[src/rtl/pcard_pkg.sv]
package pcard_pkg;

   localparam logic [5:0] OFF_ID     = 6'h00;
   localparam logic [5:0] OFF_STAT   = 6'h01;
   localparam logic [5:0] OFF_PWR    = 6'h02;
   localparam logic [5:0] OFF_IGC    = 6'h03;
   localparam logic [5:0] OFF_CHG    = 6'h04;
   localparam logic [5:0] OFF_CHGCFG = 6'h05;
   localparam logic [5:0] OFF_WIN    = 6'h06;
   localparam logic [5:0] OFF_LAST   = OFF_WIN;

   localparam int CHG_DET  = 3;
   localparam int CHG_WARN = 1;
   localparam int CHG_DEAD = 0;

   localparam int IGC_NRST = 6;
   localparam int IGC_IO   = 5;

   typedef struct packed {
      logic [7:0] pwr;
      logic [7:0] igc;
      logic [7:0] chgcfg;
      logic [7:0] win;
   } sock_regs_t;

endpackage

[src/rtl/pcard_chg_det.sv]
module pcard_chg_det
   import pcard_pkg::*;
#(
   parameter int DW = 8
) (
   input  logic          clk,
   input  logic          rst_n,
   input  logic [1:0]    det,
   input  logic [1:0]    bvd,
   input  logic          clr,
   output logic [DW-1:0] chg
);

   logic          primed;
   logic          ins_q, warn_q, dead_q;
   logic          ins_now, warn_now, dead_now;
   logic [DW-1:0] ev;

   assign ins_now  = &det;
   assign warn_now = (bvd == 2'b01);
   assign dead_now = ~bvd[0];

   always_comb begin
      ev = '0;
      ev[CHG_DET]  = primed & (ins_now ^ ins_q);
      ev[CHG_WARN] = primed & warn_now & ~warn_q;
      ev[CHG_DEAD] = primed & dead_now & ~dead_q;
   end

   always_ff @(posedge clk) begin
      if (!rst_n) begin
         primed <= 1'b0;
         ins_q  <= 1'b0;
         warn_q <= 1'b0;
         dead_q <= 1'b0;
         chg    <= '0;
      end else begin
         primed <= 1'b1;
         ins_q  <= ins_now;
         warn_q <= warn_now;
         dead_q <= dead_now;
         chg    <= (clr ? '0 : chg) | ev;
      end
   end


   chg_hold_chk: assert property (@(posedge clk) disable iff (!rst_n)
      (!clr && ev == '0) |=> chg == $past(chg));


   chg_clear_chk: assert property (@(posedge clk) disable iff (!rst_n)
      (clr && ev == '0) |=> chg == '0);


   chg_first_cycle_chk: assert property (@(posedge clk) disable iff (!rst_n)
      !primed |=> chg == '0);

endmodule

[src/rtl/pcard_sock_regs.sv]
module pcard_sock_regs
   import pcard_pkg::*;
(
   input  logic       clk,
   input  logic       rst_n,
   input  logic       wr_en,
   input  logic [5:0] off,
   input  logic [7:0] wdata,
   input  logic [1:0] det,
   input  logic [1:0] bvd,
   input  logic       wp,
   input  logic       rdy,
   input  logic       vcc_ok,
   output sock_regs_t regs,
   output logic [7:0] stat
);

   always_ff @(posedge clk) begin
      if (!rst_n) begin
         regs <= '0;
      end else if (wr_en) begin
         unique case (off)
            OFF_PWR:    regs.pwr    <= wdata;
            OFF_IGC:    regs.igc    <= wdata;
            OFF_CHGCFG: regs.chgcfg <= wdata;
            OFF_WIN:    regs.win    <= wdata;
            default:    ;
         endcase
      end
   end

   assign stat = {1'b0, vcc_ok & (|regs.pwr), rdy, wp, det, bvd};


   pwr_off_flag_chk: assert property (@(posedge clk) disable iff (!rst_n)
      (wr_en && off == OFF_PWR && wdata == 8'h00) |=> !stat[6]);


   unimpl_wr_chk: assert property (@(posedge clk) disable iff (!rst_n)
      (wr_en && off > OFF_LAST) |=> regs == $past(regs));

endmodule

[src/rtl/pcard_regif.sv]
module pcard_regif
   import pcard_pkg::*;
#(
   parameter int         NSOCK    = 2,
   parameter bit         DEV_SEL  = 1'b0,
   parameter logic [7:0] CHIP_REV = 8'h83
) (
   input  logic               clk,
   input  logic               rst_n,
   input  logic               idx_we,
   input  logic               dat_we,
   input  logic               dat_re,
   input  logic [7:0]         wdata,
   output logic [7:0]         rdata,
   input  logic [2*NSOCK-1:0] det,
   input  logic [2*NSOCK-1:0] bvd,
   input  logic [NSOCK-1:0]   wp,
   input  logic [NSOCK-1:0]   rdy,
   input  logic [NSOCK-1:0]   vcc_ok,
   output logic [NSOCK-1:0]   card_rst_n,
   output logic [NSOCK-1:0]   io_mode,
   output logic [4*NSOCK-1:0] card_irq_num,
   output logic [8*NSOCK-1:0] pwr_ctl,
   output logic [8*NSOCK-1:0] win_en,
   output logic               chg_irq
);

   localparam int DW = 8;

   if (NSOCK < 1 || NSOCK > 2) begin : g_bad_nsock
      $error("pcard_regif: NSOCK must be 1 or 2");
   end
   if (CHIP_REV[7:4] != 4'h8 || CHIP_REV < 8'h82 || CHIP_REV > 8'h84) begin : g_bad_rev
      $error("pcard_regif: CHIP_REV out of the valid range");
   end

   logic [7:0] idx_q;
   logic       dev_hit;
   logic       sock_sel;
   logic       sock_ok;
   logic [5:0] off;
   logic [7:0] rd_val;

   sock_regs_t        regs [NSOCK];
   logic [DW-1:0]     stat [NSOCK];
   logic [DW-1:0]     chg  [NSOCK];
   logic [NSOCK-1:0]  irq_s;
   logic [NSOCK-1:0]  chg_any;

   assign dev_hit  = (idx_q[7] == DEV_SEL);
   assign sock_sel = idx_q[6];
   assign sock_ok  = (int'(sock_sel) < NSOCK);
   assign off      = idx_q[5:0];

   always_ff @(posedge clk) begin
      if (!rst_n) idx_q <= 8'h00;
      else if (idx_we) idx_q <= wdata;
   end

   for (genvar s = 0; s < NSOCK; s++) begin : g_sock
      logic wr_s, clr_s, hit_s;
      logic [DW-1:0] mask_s;

      assign hit_s = dev_hit && (int'(sock_sel) == s);
      assign wr_s  = dat_we && hit_s;
      assign clr_s = dat_re && hit_s && (off == OFF_CHG);

      pcard_sock_regs i_regs (
         .clk    (clk),
         .rst_n  (rst_n),
         .wr_en  (wr_s),
         .off    (off),
         .wdata  (wdata),
         .det    (det[2*s +: 2]),
         .bvd    (bvd[2*s +: 2]),
         .wp     (wp[s]),
         .rdy    (rdy[s]),
         .vcc_ok (vcc_ok[s]),
         .regs   (regs[s]),
         .stat   (stat[s])
      );

      pcard_chg_det #(.DW(DW)) i_chg (
         .clk   (clk),
         .rst_n (rst_n),
         .det   (det[2*s +: 2]),
         .bvd   (bvd[2*s +: 2]),
         .clr   (clr_s),
         .chg   (chg[s])
      );

      always_comb begin
         mask_s = '0;
         mask_s[CHG_DET]  = regs[s].chgcfg[CHG_DET];
         mask_s[CHG_WARN] = regs[s].chgcfg[CHG_WARN];
         mask_s[CHG_DEAD] = regs[s].chgcfg[CHG_DEAD];
      end

      assign irq_s[s]   = |(chg[s] & mask_s);
      assign chg_any[s] = |chg[s];

      assign card_rst_n[s]         = regs[s].igc[IGC_NRST];
      assign io_mode[s]            = regs[s].igc[IGC_IO];
      assign card_irq_num[4*s +: 4] = regs[s].igc[3:0];
      assign pwr_ctl[8*s +: 8]     = regs[s].pwr;
      assign win_en[8*s +: 8]      = regs[s].win;
   end

   assign chg_irq = |irq_s;

   always_comb begin
      rd_val = 8'h00;
      if (dev_hit && sock_ok) begin
         unique case (off)
            OFF_ID:     rd_val = CHIP_REV;
            OFF_STAT:   rd_val = stat[sock_sel ? NSOCK-1 : 0];
            OFF_PWR:    rd_val = regs[sock_sel ? NSOCK-1 : 0].pwr;
            OFF_IGC:    rd_val = regs[sock_sel ? NSOCK-1 : 0].igc;
            OFF_CHG:    rd_val = chg[sock_sel ? NSOCK-1 : 0];
            OFF_CHGCFG: rd_val = regs[sock_sel ? NSOCK-1 : 0].chgcfg;
            OFF_WIN:    rd_val = regs[sock_sel ? NSOCK-1 : 0].win;
            default:    rd_val = 8'h00;
         endcase
      end
   end

   always_ff @(posedge clk) begin
      if (!rst_n) rdata <= 8'h00;
      else if (dat_re) rdata <= rd_val;
   end


   unimpl_rd_zero_chk: assert property (@(posedge clk) disable iff (!rst_n)
      (dat_re && off > OFF_LAST) |=> rdata == 8'h00);


   foreign_dev_rd_chk: assert property (@(posedge clk) disable iff (!rst_n)
      (dat_re && !dev_hit) |=> rdata == 8'h00);


   rdata_hold_chk: assert property (@(posedge clk) disable iff (!rst_n)
      !dat_re |=> $stable(rdata));


   irq_needs_event_chk: assert property (@(posedge clk) disable iff (!rst_n)
      chg_irq |-> (|chg_any));


   id_read_chk: assert property (@(posedge clk) disable iff (!rst_n)
      (dat_re && dev_hit && sock_ok && off == OFF_ID) |=> rdata == CHIP_REV);

endmodule

[config.mk]
export PLATFORM = sky130hd
export DESIGN_NAME = pcard_regif
export DESIGN_NICKNAME = d
export VERILOG_FILES = /design/src/rtl/pcard_pkg.sv /design/src/rtl/pcard_chg_det.sv /design/src/rtl/pcard_sock_regs.sv /design/src/rtl/pcard_regif.sv
export SDC_FILE = /design/constraint.sdc
export NUM_CORES = 1
export LEC_CHECK = 0
export BUFFER_PORTS_ARGS = -buffer_cell sky130_fd_sc_hd__buf_4
export CAP_MARGIN = 20
export CORE_MARGIN = 3
export CORE_UTILIZATION = 50
export CTS_CLUSTER_SIZE = 20
export DETAILED_ROUTE_END_ITERATION = 12
export PLACE_DENSITY = 0.72
export SKIP_CTS_REPAIR_TIMING = 1
export SLEW_MARGIN = 5
export SYNTH_ARGS = -nofsm -noshare
export SYNTH_HDL_FRONTEND = slang
export SYNTH_SLANG_ARGS = --single-unit
[constraint.sdc]
create_clock -name clk -period 2.1 [get_ports clk]
set_clock_uncertainty 0.05 [all_clocks]
set_input_delay 0.21 -clock clk [delete_from_list [all_inputs] [get_ports clk]]
set_output_delay 0.21 -clock clk [all_outputs]
set_load 0.01 [all_outputs]
# [Word-level counts from Yosys, hierarchy flattened]
# Cells that the tools add are included.
[classes] n_lt_le_gt_ge=1 n_eq_ne=8 n_mux=15 n_bitwise=27 n_reduce_logical=22
[ops] operator="$mux W32" n=3
[ops] operator="$mux W8" n=8
[ops] operator="$pmux W8 S7" n=1
[ops] operator="$ge A32 B2 Y1 const B" n=1
[ops] operator="$not A1 Y32" n=1
[ops] operator="$reduce_and A2 Y1" n=10
[ops] operator="$eq A6 B3 Y1 const B" n=3
[ops] operator="$and A8 B4 Y8" n=2
[ops] operator="$or A8 B4 Y8" n=2
[ops] operator="$reduce_or A16 Y1" n=1
[ops] operator="$reduce_or A8 Y1" n=2
[ops] operator="$and A1 B1 Y1" n=12
[ops] operator="$eq A6 B2 Y1 const B" n=2
[ops] operator="$logic_and A1 B1 Y1" n=8
[ops] operator="$not A1 Y1" n=8
[ops] operator="$mux W7" n=1
[ops] operator="$eq A6 B1 Y1 const B" n=1
[ops] operator="$logic_not A6 Y1" n=1
[ops] operator="$eq A2 B1 Y1 const B" n=2
[ops] operator="$mux W1" n=2
[ops] operator="$xor A1 B1 Y1" n=2
[totals] register_bits=103 input_bits=27 output_inout_bits=53 wordCells=92

# [Logic depth before layout (Yosys ltp)]
# Gate-level depths: netlist (run 1).
[logic_depth] depth_word=7 mapped_depth=7 mapped_depth_nobuf=4

# [Cells and area by module]
# A second synthesis (run 1) with hierarchy kept.
[hier_totals] hier_cells=489 hier_area_um2=4748.3
[modules_own_cells] mod="pcard_sock_regs" n_inst=2 cells_each=128 area_per_inst_um2=1293.7 seq_area_each_um2=640.6
[modules_own_cells] mod="pcard_regif" n_inst=1 cells_each=175 area_per_inst_um2=1622.8 seq_area_each_um2=320.3
[modules_own_cells] mod="pcard_chg_det" n_inst=2 cells_each=29 area_per_inst_um2=269.0 seq_area_each_um2=140.1

# [Worst setup path after synthesis (run 1)]
# No wires, ideal clock.
[synth_timing] path_type="register to register" start="register idx_q[2]" end="register g_sock[0].i_regs.regs[16] (netlist name)" setup_time_ps=116 t_arrival_ps=1538 required_ps=1934 setup_slack_ps=396 stages_incl_launch_ff=7 path_buffers=2 period_less_slack_ps=1704 cell_sequence="dfxtp_1 > or4_1 > buf_2 > nor3b_2 > buf_6 > mux2i_1 > nor2b_1"
[synth_between] elab_chain_len=2
[synth_rtl] element="start, declared" line="pcard_regif.sv:37" text="logic [7:0] idx_q;"
[synth_rtl] element="start signal, assigned" line="pcard_regif.sv:57" text="else if (idx_we) idx_q <= wdata;"
[synth_rtl] element="$eq A6 B2 Y1" line="pcard_sock_regs.sv:22" text="unique case (off)"
[synth_rtl] element="$reduce_and A2 Y1 (no source line)"
# Every way passes these cells.
# A chain may end at the register's enable or synchronous reset.

# [Final worst setup path (run 1)]
[layout_timing] start="register idx_q[2]" end="register g_sock[0].i_regs.regs[22] (netlist name)"
[layout_between] elab_chain_len=2
[layout_rtl] element="$eq A6 B2 Y1" line="pcard_sock_regs.sv:22"
[layout_rtl] element="$reduce_and A2 Y1 (no source line)"
# Every way passes these cells.

==> flow_summary.toml, run 1 <==
[worst_setup_path]
critPathMaxFanout = 8
required_ps = 2310
critPathKind = "reg2reg"
critPathLaunchType = "flop"
end_kind = "flop"
startpoint = "idx_q[2]$_SDFFE_PN0P_"
reg2reg_from = "idx_q[2]$_SDFFE_PN0P_"
cp.arrival_ps = 2150

[yosys]
synthCells = 520
ys_ff_latch = 93
async_reset_ff_share_pct = 0
yosysWarnings = 0
synth_mux_area_share_pct = 17.3
synth-compound-area-share_pct = 10.7
yosys.area_share.simple_pct = 22.0
synth_nets = 547
dominantRegCellSynth = "dfxtp_1"
yosys.area_share.xor_xnor_pct = 0.360
synth_fa_ha_area_share_pct = 0
yosysSeqAreaShare_pct = 38.3
yosys-top-cells-area = "dfxtp_1 38%, mux2i_1 12%, buf_4 7.3%"
synth.avg_cell_area_sq_um = 9.35
synth.distinct_cells = 47
synth_top_area_cell = "dfxtp_1"
synth_top_family_by_area = "simple AND/OR/NAND/NOR gates"
synth_edf_count = 0
synth_top_area_share_pct = 38.3
syn_area_sq_mm = 0.00486

[drt]
vias = 3817
wl_per_cell_um = 18.5
via_per_inst = 5.64
drt_drc_violations_left = 0
drtPass1Iterations = 6
drt_iter0_drc = 270
postRouteAntennaNets = 0
finalWirelength_um = 12500

[cts]
cts_buffers = 9
cts_tree = "yes"
clk_path_buf_depth = 2
clk_pin_slew_ps = 90
clk_latency_ps = 350
cts_root_buffer = "clkbuf_8"
cts.sinks = 93
cts-htree-levels = 3

[timing]
maxSlewViolCount = 0
rsz0062_at_grt = "false"
max_freq_mhz = 513
tns_ps = 0
slew_headroom_pct = 59.7
fin_crit_sh_pct = 92.8
whs_ps = -0.600
setup_viol = 0
fin_crit_ps = 1950
postLayoutSetupSlackWorst_ps = 152
tightest_slew_ps = 605
final-hold-violation-count = 1

[placement]
place_area_sq_mm = 0.00523
place_congestion = 0.872
dp_hpwl_um = 8770
port_buffers = 79
pre_cts_ws_ps = 145

[floorplan]
start_util_pct = 52.1
die_area_sq_mm = 0.0109
chipWidth_um = 105
fp.coreArea_sq_mm = 0.00933
die_h_um = 105
row_count = 35
ios = 80

[cells_and_area]
antenna-diode-count = 0
drive_above_1_share_pct = 26.3
fillCellCount = 875
fin_util_pct = 58.4
ff_latch_area_sq_mm = 0.00187
stdcell_area_sq_mm = 0.00544
final_nets = 570
area_growth_pct = 12.0
multi_input_area_sq_mm = 0.00246

[grt]
grtUsageTotal_pct = 22.9
grt_pass1_wl_um = 20100
gr-total-overflow = 0
grt_max_degree = 69
antenna_found_initial = 0
grt-busiest-layer = "met2"
grt_use_met1_pct = 31.9
grtUsageMet2_pct = 36.3
use_met3_pct = 4.76
grt_pass1_vias = 3648

[outcome]
violations = "hold timing"
status = "finished, violations left"

[min_path]
hold_class = "in2reg"
hp-start = "bvd[2]"

[run]
maxCapViolCount = 0

[pwr]
peakVddDrop_mv = 0.361
cellPowerDensity_mw_per_mm2 = 631
leakagePower_nw = 2.09
## report_power, final
group	total, mW	internal (mW)	switching (mW)	leakage (nW)
Combinational	0.363	0.167	0.195	1.23
Sequential	1.83	1.79	0.0416	0.754
Clock	1.24	0.618	0.620	0.104
## flip-flops by register name, indices dropped and copies added (netlist names)
name                 count
g_sock.i_regs.regs      64
idx_q                    8
rdata                    8
g_sock.i_chg.chg         6
g_sock.i_chg.dead_q      2
g_sock.i_chg.ins_q       2
g_sock.i_chg.warn_q      2
g_sock.i_chg.primed      1
## Yosys cell counts, types with 2 or more instances
library cell / instances
dfxtp_1: 93
mux2i_1: 57
nor2b_1: 54
buf_4: 47
nand3_1: 39
nand2_1: 38
mux2_2: 22
a21boi_1: 19
buf_2: 18
clkbuf_1: 15
nor3_1: 14
a21boi_0: 13
a22oi_1: 10
nor4_1: 7
o21ai_0: 7
a21oi_1: 6
nand3b_1: 5
a31oi_1: 4
buf_6: 4
nand2b_1: 4
nor2_1: 4
a222oi_1: 3
and3_1: 3
and3b_1: 3
o211ai_1: 3
a2111oi_0: 2
nor2_4: 2
nor3b_1: 2
nor3b_2: 2
nor4bb_1: 2
xnor2_1: 2
## per-stage QoR
stage          power [mW]  cells
2_1_floorplan        2.10    520
3_3_place_gp         2.23    660
3_5_place_dp         2.23    660
4_1_cts              3.45    676
5_1_grt              3.56    677
6_report             3.43    677
## layer usage
metal | up-vias | share of wire, %
li1 | 1831 | -
met1 | 1832 | 46
met2 | 137 | 46
met3 | 17 | 6.3
met4 | 0 | 1.7
met5 | - | 0
## kinds of logic after synthesis
logic type             count (synthesis)
XOR/XNOR                               2
multiplexers                          80
AND/OR/NAND/NOR                      188
AO/OA/AOI/OAI                         72
buffers and inverters                 85
flip-flops                            93
## cells in the final DEF (no fill, tap or decap), types with 3 or more instances in the layout
cell type | Yosys | final
mux2i_1 | 57 | 57
nand2_1 | 38 | 38
buf_4 | 47 | 94
a31oi_1 | 4 | 4
dfxtp_1 | 93 | 92
nor2b_1 | 54 | 54
and3_1 | 3 | 3
clkbuf_8 | 0 | 11
o21ai_0 | 7 | 7
nand2b_1 | 4 | 4
a222oi_1 | 3 | 3
a21boi_0 | 13 | 13
nor3_1 | 14 | 14
mux2_2 | 22 | 22
and3b_1 | 3 | 3
nand3_1 | 39 | 39
a21oi_1 | 6 | 6
nor3b_2 | 2 | 3
a22oi_1 | 10 | 10
a21boi_1 | 19 | 19
o211ai_1 | 3 | 3
nor2_1 | 4 | 3
nand3b_1 | 5 | 5
nor4_1 | 7 | 7
## worst max-delay path: stages, from the launching register on
cell and delay [ps]:
dfxtp_1 370, or4_1 660, nor3b_2 270, buf_4 230, mux2i_1 210, nor2b_1 60
## final cells by class
class | count | area share (%)
Sequential cell | 93 | 34.3
Clock buffer | 13 | 2.92
Multi-Input combinational cell | 342 | 45.2
Timing Repair Buffer | 97 | 13.9
Clock inverter | 3 | 0.804
Tap cell | 129 | 2.96
## worst paths after layout
check	endpoint	slack, ps	cells past startpoint
setup / recovery	g_sock[0].i_regs.regs[22]$_SDFFE_PN0P_	150	5
hold / removal	g_sock[1].i_chg.dead_q$_SDFF_PN0_	-0.6	2
setup reg to reg	g_sock[0].i_regs.regs[22]$_SDFFE_PN0P_	150	5
hold reg to reg	g_sock[1].i_regs.regs[12]$_SDFFE_PN0P_	410	2
No activity file was read; power rests on OpenSTA's default activity.
==> run 2, diff against run 1 <==
Settings changed: ABC_AREA set to 1.
==> run 2 against run 1 <==
The run now ends clean. Utilization rose by 0.67 points. Die area fell by 2.8%. Fmax rose by 9.1%. Non-clock buffer count fell by 9. Routed wire length rose by 12%. First-iteration DRC count rose by 31%. Worst setup slack improved by 160 ps. Cell count rose by 26%.
==> flow_summary.toml, run 2 <==
[grt]
grt-busiest-layer = "met2"
gr-total-overflow = 0
use_met3_pct = 5.21
grt_pass1_vias = 4328
grt_pass1_wl_um = 22200
antenna_found_initial = 0
grtUsageTotal_pct = 27.3
grt_max_degree = 58
grt_use_met1_pct = 38.7
grtUsageMet2_pct = 41.5

[floorplan]
ios = 80
fp.coreArea_sq_mm = 0.00893
start_util_pct = 52.8
die_h_um = 103
chipWidth_um = 103
row_count = 34
die_area_sq_mm = 0.0106

[cells_and_area]
top_register = "g_sock.i_regs.regs"
fin_util_pct = 59.0
final_common_cell = "nand2_1"
antenna-diode-count = 0
multi_input_area_sq_mm = 0.00226
largest_reg_flops = 64
fillCellCount = 874
reg.largest.list = "g_sock.i_regs.regs x64, idx_q x8, rdata x8"
final_nets = 768
drive_above_1_share_pct = 18.1
ff_latch_area_sq_mm = 0.00186
final_cells = 854
final_cell_mix = "183 x nand2_1, 156 x nor2_1, 93 x dfxtp_1"
area_growth_pct = 11.9

[cts]
cts.sinks = 93
cts_buffers = 9
cts_tree = "yes"
cts-htree-levels = 3
clk_path_buf_depth = 2
clk_latency_ps = 370
cts_root_buffer = "clkbuf_8"
clk_pin_slew_ps = 90

[yosys]
synth_edf_count = 0
ys_ff_latch = 93
dominantRegCellSynth = "dfxtp_1"
yosys-top-cells-area = "dfxtp_1 39%, nand2_1 15%, nor2_1 12%"
yosysWarnings = 0
synth.avg_cell_area_sq_um = 6.60
yosys-top-cells-count = "183 x nand2_1, 156 x nor2_1, 93 x dfxtp_1"
synth_top_area_share_pct = 39.5
async_reset_ff_share_pct = 0
synth_top_area_cell = "dfxtp_1"
yosysSeqAreaShare_pct = 39.5
synth_most_common_cell = "nand2_1"
synth.distinct_cells = 30
synth_nets = 741
synthCells = 714
syn_area_sq_mm = 0.00471

[worst_setup_path]
cp_top_family = "simple AND/OR/NAND/NOR gates"
path_cells = "buf_12 -> nor2_1 -> nand2_1 -> inv_1 -> nand2_2 -> inv_2 -> nor2_1 -> nor2_1"
cp_slowest_stage_delay_ps = 420
critPathMaxFanout = 41
critPathLaunchType = "flop"
end_kind = "flop"
critPathKind = "reg2reg"
critPathBufInv = 3
cp_slowest_cell = "dfxtp_1"
cp_common_cell = "nor2_1"
rrSetupSlack_ps = 310
cp.arrival_ps = 1990
required_ps = 2310

[drt]
vias = 4648
postRouteAntennaNets = 0
drt_iter0_drc = 355
drtPass1Iterations = 5
drt_drc_violations_left = 0
via_per_inst = 5.44
finalWirelength_um = 14000
wl_per_cell_um = 16.4

[timing]
tns_ps = 0
tightest_slew_ps = 599
maxSlewViolCount = 0
fin_crit_ps = 1790
setup_viol = 0
slew_headroom_pct = 60.0
postLayoutSetupSlackWorst_ps = 315
final-hold-violation-count = 0
fin_crit_sh_pct = 85.0
max_freq_mhz = 560
rsz0062_at_grt = "false"

[placement]
dp_hpwl_um = 10100
port_buffers = 79
dp_cells = 834
place_congestion = 0.945
pre_cts_ws_ps = 372

[pwr]
leakagePower_nw = 2.43
cellPowerDensity_mw_per_mm2 = 656
peakVddDrop_mv = 0.375

[outcome]
status = "completed"

[min_path]
hold_class = "in2reg"

[run]
maxCapViolCount = 0
==> run 2: changes by cell type after synthesis, moves of 24 or more <==
cell / previous run / this run
nor2_1: 4 / 156
nand2_1: 38 / 183
o21ai_0: 7 / 76
nor2b_1: 54 / 0
mux2i_1: 57 / 0
inv_1: 0 / 24
==> run 2: per-layer routing <==
metal / wire length (um) / share of wire (%)
met1: 6160 / 44
met2: 6460 / 46
met3: 991 / 7.1
met4: 412 / 2.9
met5: 0 / 0
==> run 2: worst paths after layout <==
path | start | depth (start not counted) | end
min | det[1] | 3 | g_sock[0].i_chg.ins_q$_SDFF_PN0_
min reg2reg | rdata[3]$_SDFFE_PN0P_ | 2 | rdata[3]$_SDFFE_PN0P_
max | idx_q[6]$_SDFFE_PN0P_ | 8 | g_sock[0].i_regs.regs[14]$_SDFFE_PN0P_
max reg2reg | idx_q[6]$_SDFFE_PN0P_ | 8 | g_sock[0].i_regs.regs[14]$_SDFFE_PN0P_
==> run 2: worst min-delay path, cell delays in order <==
cell and delay, ps:
buf_4 90, nand2_1 60, nor2_1 80
==> run 2: power by group <==
| part | switching [mW] | leakage [nW] | total [mW] | internal (mW) |
|---|---|---|---|---|
| Clock | 0.674 | 0.0973 | 1.23 | 0.560 |
| Combinational | 0.263 | 1.58 | 0.394 | 0.131 |
| Sequential | 0.0342 | 0.754 | 1.83 | 1.80 |
==> run 2: cell families (layout without fill, tap and decap cells) <==
logic type | after synthesis | in the layout | synth area share, %
AND/OR/NAND/NOR | 399 | 399 | 35.4
AO/OA/AOI/OAI | 114 | 114 | 12.6
buffers and inverters | 108 | 140 | 12.5
flip-flops | 93 | 93 | 39.5
==> run 2: stage by stage <==
step / instance area [sq um] / hold slack [ps] / total power [mW]
2_1_floorplan: 4710 / 188 / 2.12
3_5_place_dp: 5040 / 343 / 2.25
5_1_grt: 5270 / 60.4 / 3.58
6_report: 5270 / 48.0 / 3.46
4_1_cts: 5230 / -54.1 / 3.46
3_3_place_gp: 5040 / 337 / 2.25
==> run 2: cell type report <==
| class | count | area share [%] |
|---|---|---|
| Multi-Input combinational cell | 513 | 42.9 |
| Sequential cell | 93 | 35.3 |
| Timing Repair Buffer | 88 | 13.0 |
| Inverter | 36 | 2.56 |
| Tap cell | 108 | 2.56 |
| Clock buffer | 10 | 2.42 |
| Clock inverter | 6 | 1.30 |
==> run 3, diff against run 2 <==
Settings changed: MAX_ROUTING_LAYER set to met4.
Clock period 2.1 ns to 2 ns, I/O delays scaled along.
==> run 3 against run 2 <==
Count of clock-buffer cells in the layout unchanged. Critical path type unchanged. Total power up 2.0%. Critical path depth up 1. Sequential power up 5%. Cell area down 0.28%.
==> flow_summary.toml, run 3 (synthesis gave the netlist of run 2 again) <==
[placement]
port_buffers = 79
place_congestion = 0.952
dp_hpwl_um = 10100
dp_cells = 834

[timing]
fin_crit_sh_pct = 87.6
max_freq_mhz = 571
whs_ps = 41.0
tns_ps = 0
tightest_slew_ps = 582
maxSlewViolCount = 0
setup_viol = 0
slew_headroom_pct = 61.1
fin_crit_ps = 1750
rsz0062_at_grt = "false"
final-hold-violation-count = 0

[drt]
via_per_inst = 5.30
top_layer = "met4"
dr_wl_met3_um = 936
wl_met1_um = 6330
vias = 4527
finalWirelength_um = 13900
wl_per_cell_um = 16.3
drt_iter0_drc = 271
drt_drc_violations_left = 0
postRouteAntennaNets = 0
dr_wl_met2_um = 6350
drtPass1Iterations = 6

[worst_setup_path]
required_ps = 2240
end_kind = "flop"
critPathLaunchType = "flop"
reg2reg_depth = 9
rrSetupSlack_ps = 250
r2r_end = "rdata[0]$_SDFFE_PN0P_"
critPathMaxFanout = 14
critPathKind = "reg2reg"
reg2reg_from = "idx_q[3]$_SDFFE_PN0P_"
cp.arrival_ps = 1990

[grt]
grt_pass1_vias = 4084
grt_max_degree = 50
grtUsageTotal_pct = 27.9
grt_pass1_wl_um = 21800
antenna_found_initial = 0
gr-total-overflow = 0

[floorplan]
die_area_sq_mm = 0.0106
chipWidth_um = 103
ios = 80
fp.coreArea_sq_mm = 0.00893
die_h_um = 103
row_count = 34
start_util_pct = 52.8

[cells_and_area]
fin_util_pct = 58.9
top_register = "g_sock.i_regs.regs"
reg.largest.list = "g_sock.i_regs.regs x64, idx_q x8, rdata x8"
largest_reg_flops = 64
final_nets = 768
drive_above_1_share_pct = 18.1
final_cells = 854
fillCellCount = 883
final_common_cell = "nand2_1"
final_cell_mix = "183 x nand2_1, 156 x nor2_1, 93 x dfxtp_1"
area_growth_pct = 11.5
antenna-diode-count = 0

[cts]
clk_pin_slew_ps = 100
cts_root_buffer = "clkbuf_8"
cts.sinks = 93
clk_latency_ps = 370
cts-htree-levels = 3
cts_buffers = 9
cts_tree = "yes"
clk_path_buf_depth = 2

[pwr]
leakagePower_nw = 2.42
peakVddDrop_mv = 0.390
cellPowerDensity_mw_per_mm2 = 671

[min_path]
hp-start = "det[1]"
hold_depth = 3
worstHoldEndpoint = "g_sock[0].i_chg.ins_q$_SDFF_PN0_"
hold_class = "in2reg"

[run]
maxCapViolCount = 0

[outcome]
status = "completed"
## run 3: changes by cell type in the layout (fill, tap and decap cells not counted)
| cell | previous run | this run |
|---|---|---|
| bufinv_16 | 1 | 0 |
| clkinv_2 | 1 | 0 |
| inv_6 | 2 | 3 |
| inv_8 | 0 | 1 |
## run 3: layout make-up
type | instances | area (sq um) | share of cell area, %
tap | 108 | 135 | 2.57
clock buffer | 10 | 128 | 2.43
clock inverter | 6 | 53.8 | 1.02
multi-input combinational | 513 | 2260 | 43.0
inverter | 36 | 135 | 2.57
timing repair buffer | 88 | 683 | 13.0
sequential | 93 | 1860 | 35.4
## run 3: worst max-delay path, stage by stage, from the launching register on
cell and delay [ps]:
dfxtp_1 360, inv_1 110, nand2_1 70, nor2_2 460
nand3_1 230, nand2_1 120, nor2_1 40, nand2_1 70
nand2_1 50, a21oi_1 110
## run 3: worst max path at each step
stage / start / to / slack, ps / cells after the start
3_3_place_gp: idx_q[3]$_SDFFE_PN0P_ / rdata[0]$_SDFFE_PN0P_ / 330 / 9
5_1_grt: idx_q[3]$_SDFFE_PN0P_ / rdata[0]$_SDFFE_PN0P_ / 30 / 9
3_5_place_dp: idx_q[3]$_SDFFE_PN0P_ / rdata[0]$_SDFFE_PN0P_ / 310 / 9
2_1_floorplan: idx_q[0]$_SDFFE_PN0P_ / g_sock[1].i_regs.regs[23]$_SDFFE_PN0P_ / 660 / 7
4_1_cts: idx_q[3]$_SDFFE_PN0P_ / rdata[0]$_SDFFE_PN0P_ / 240 / 9
6_report: idx_q[3]$_SDFFE_PN0P_ / rdata[0]$_SDFFE_PN0P_ / 250 / 9
## run 3: per-stage QoR
| stage | instance area, sq um | setup WS, ps | power [mW] |
|---|---|---|---|
| global placement | 5040 | 327 | 2.36 |
| finish | 5260 | 248 | 3.53 |
| detailed placement | 5040 | 314 | 2.36 |
| floorplan | 4710 | 656 | 2.22 |
| global route | 5260 | 25.1 | 3.68 |
| CTS | 5220 | 241 | 3.54 |
## run 3: report_power, final
part           internal (mW)  switching (mW)
registers               1.89          0.0363
clock network          0.477           0.717
logic                  0.138           0.272
total                   2.50            1.03
## run 3: metal layers
layer,up-vias,global-route usage [%]
met5,-,-
met4,0,7.07
met3,27,6.02
met2,187,41.0
met1,2053,39.0
li1,2260,-
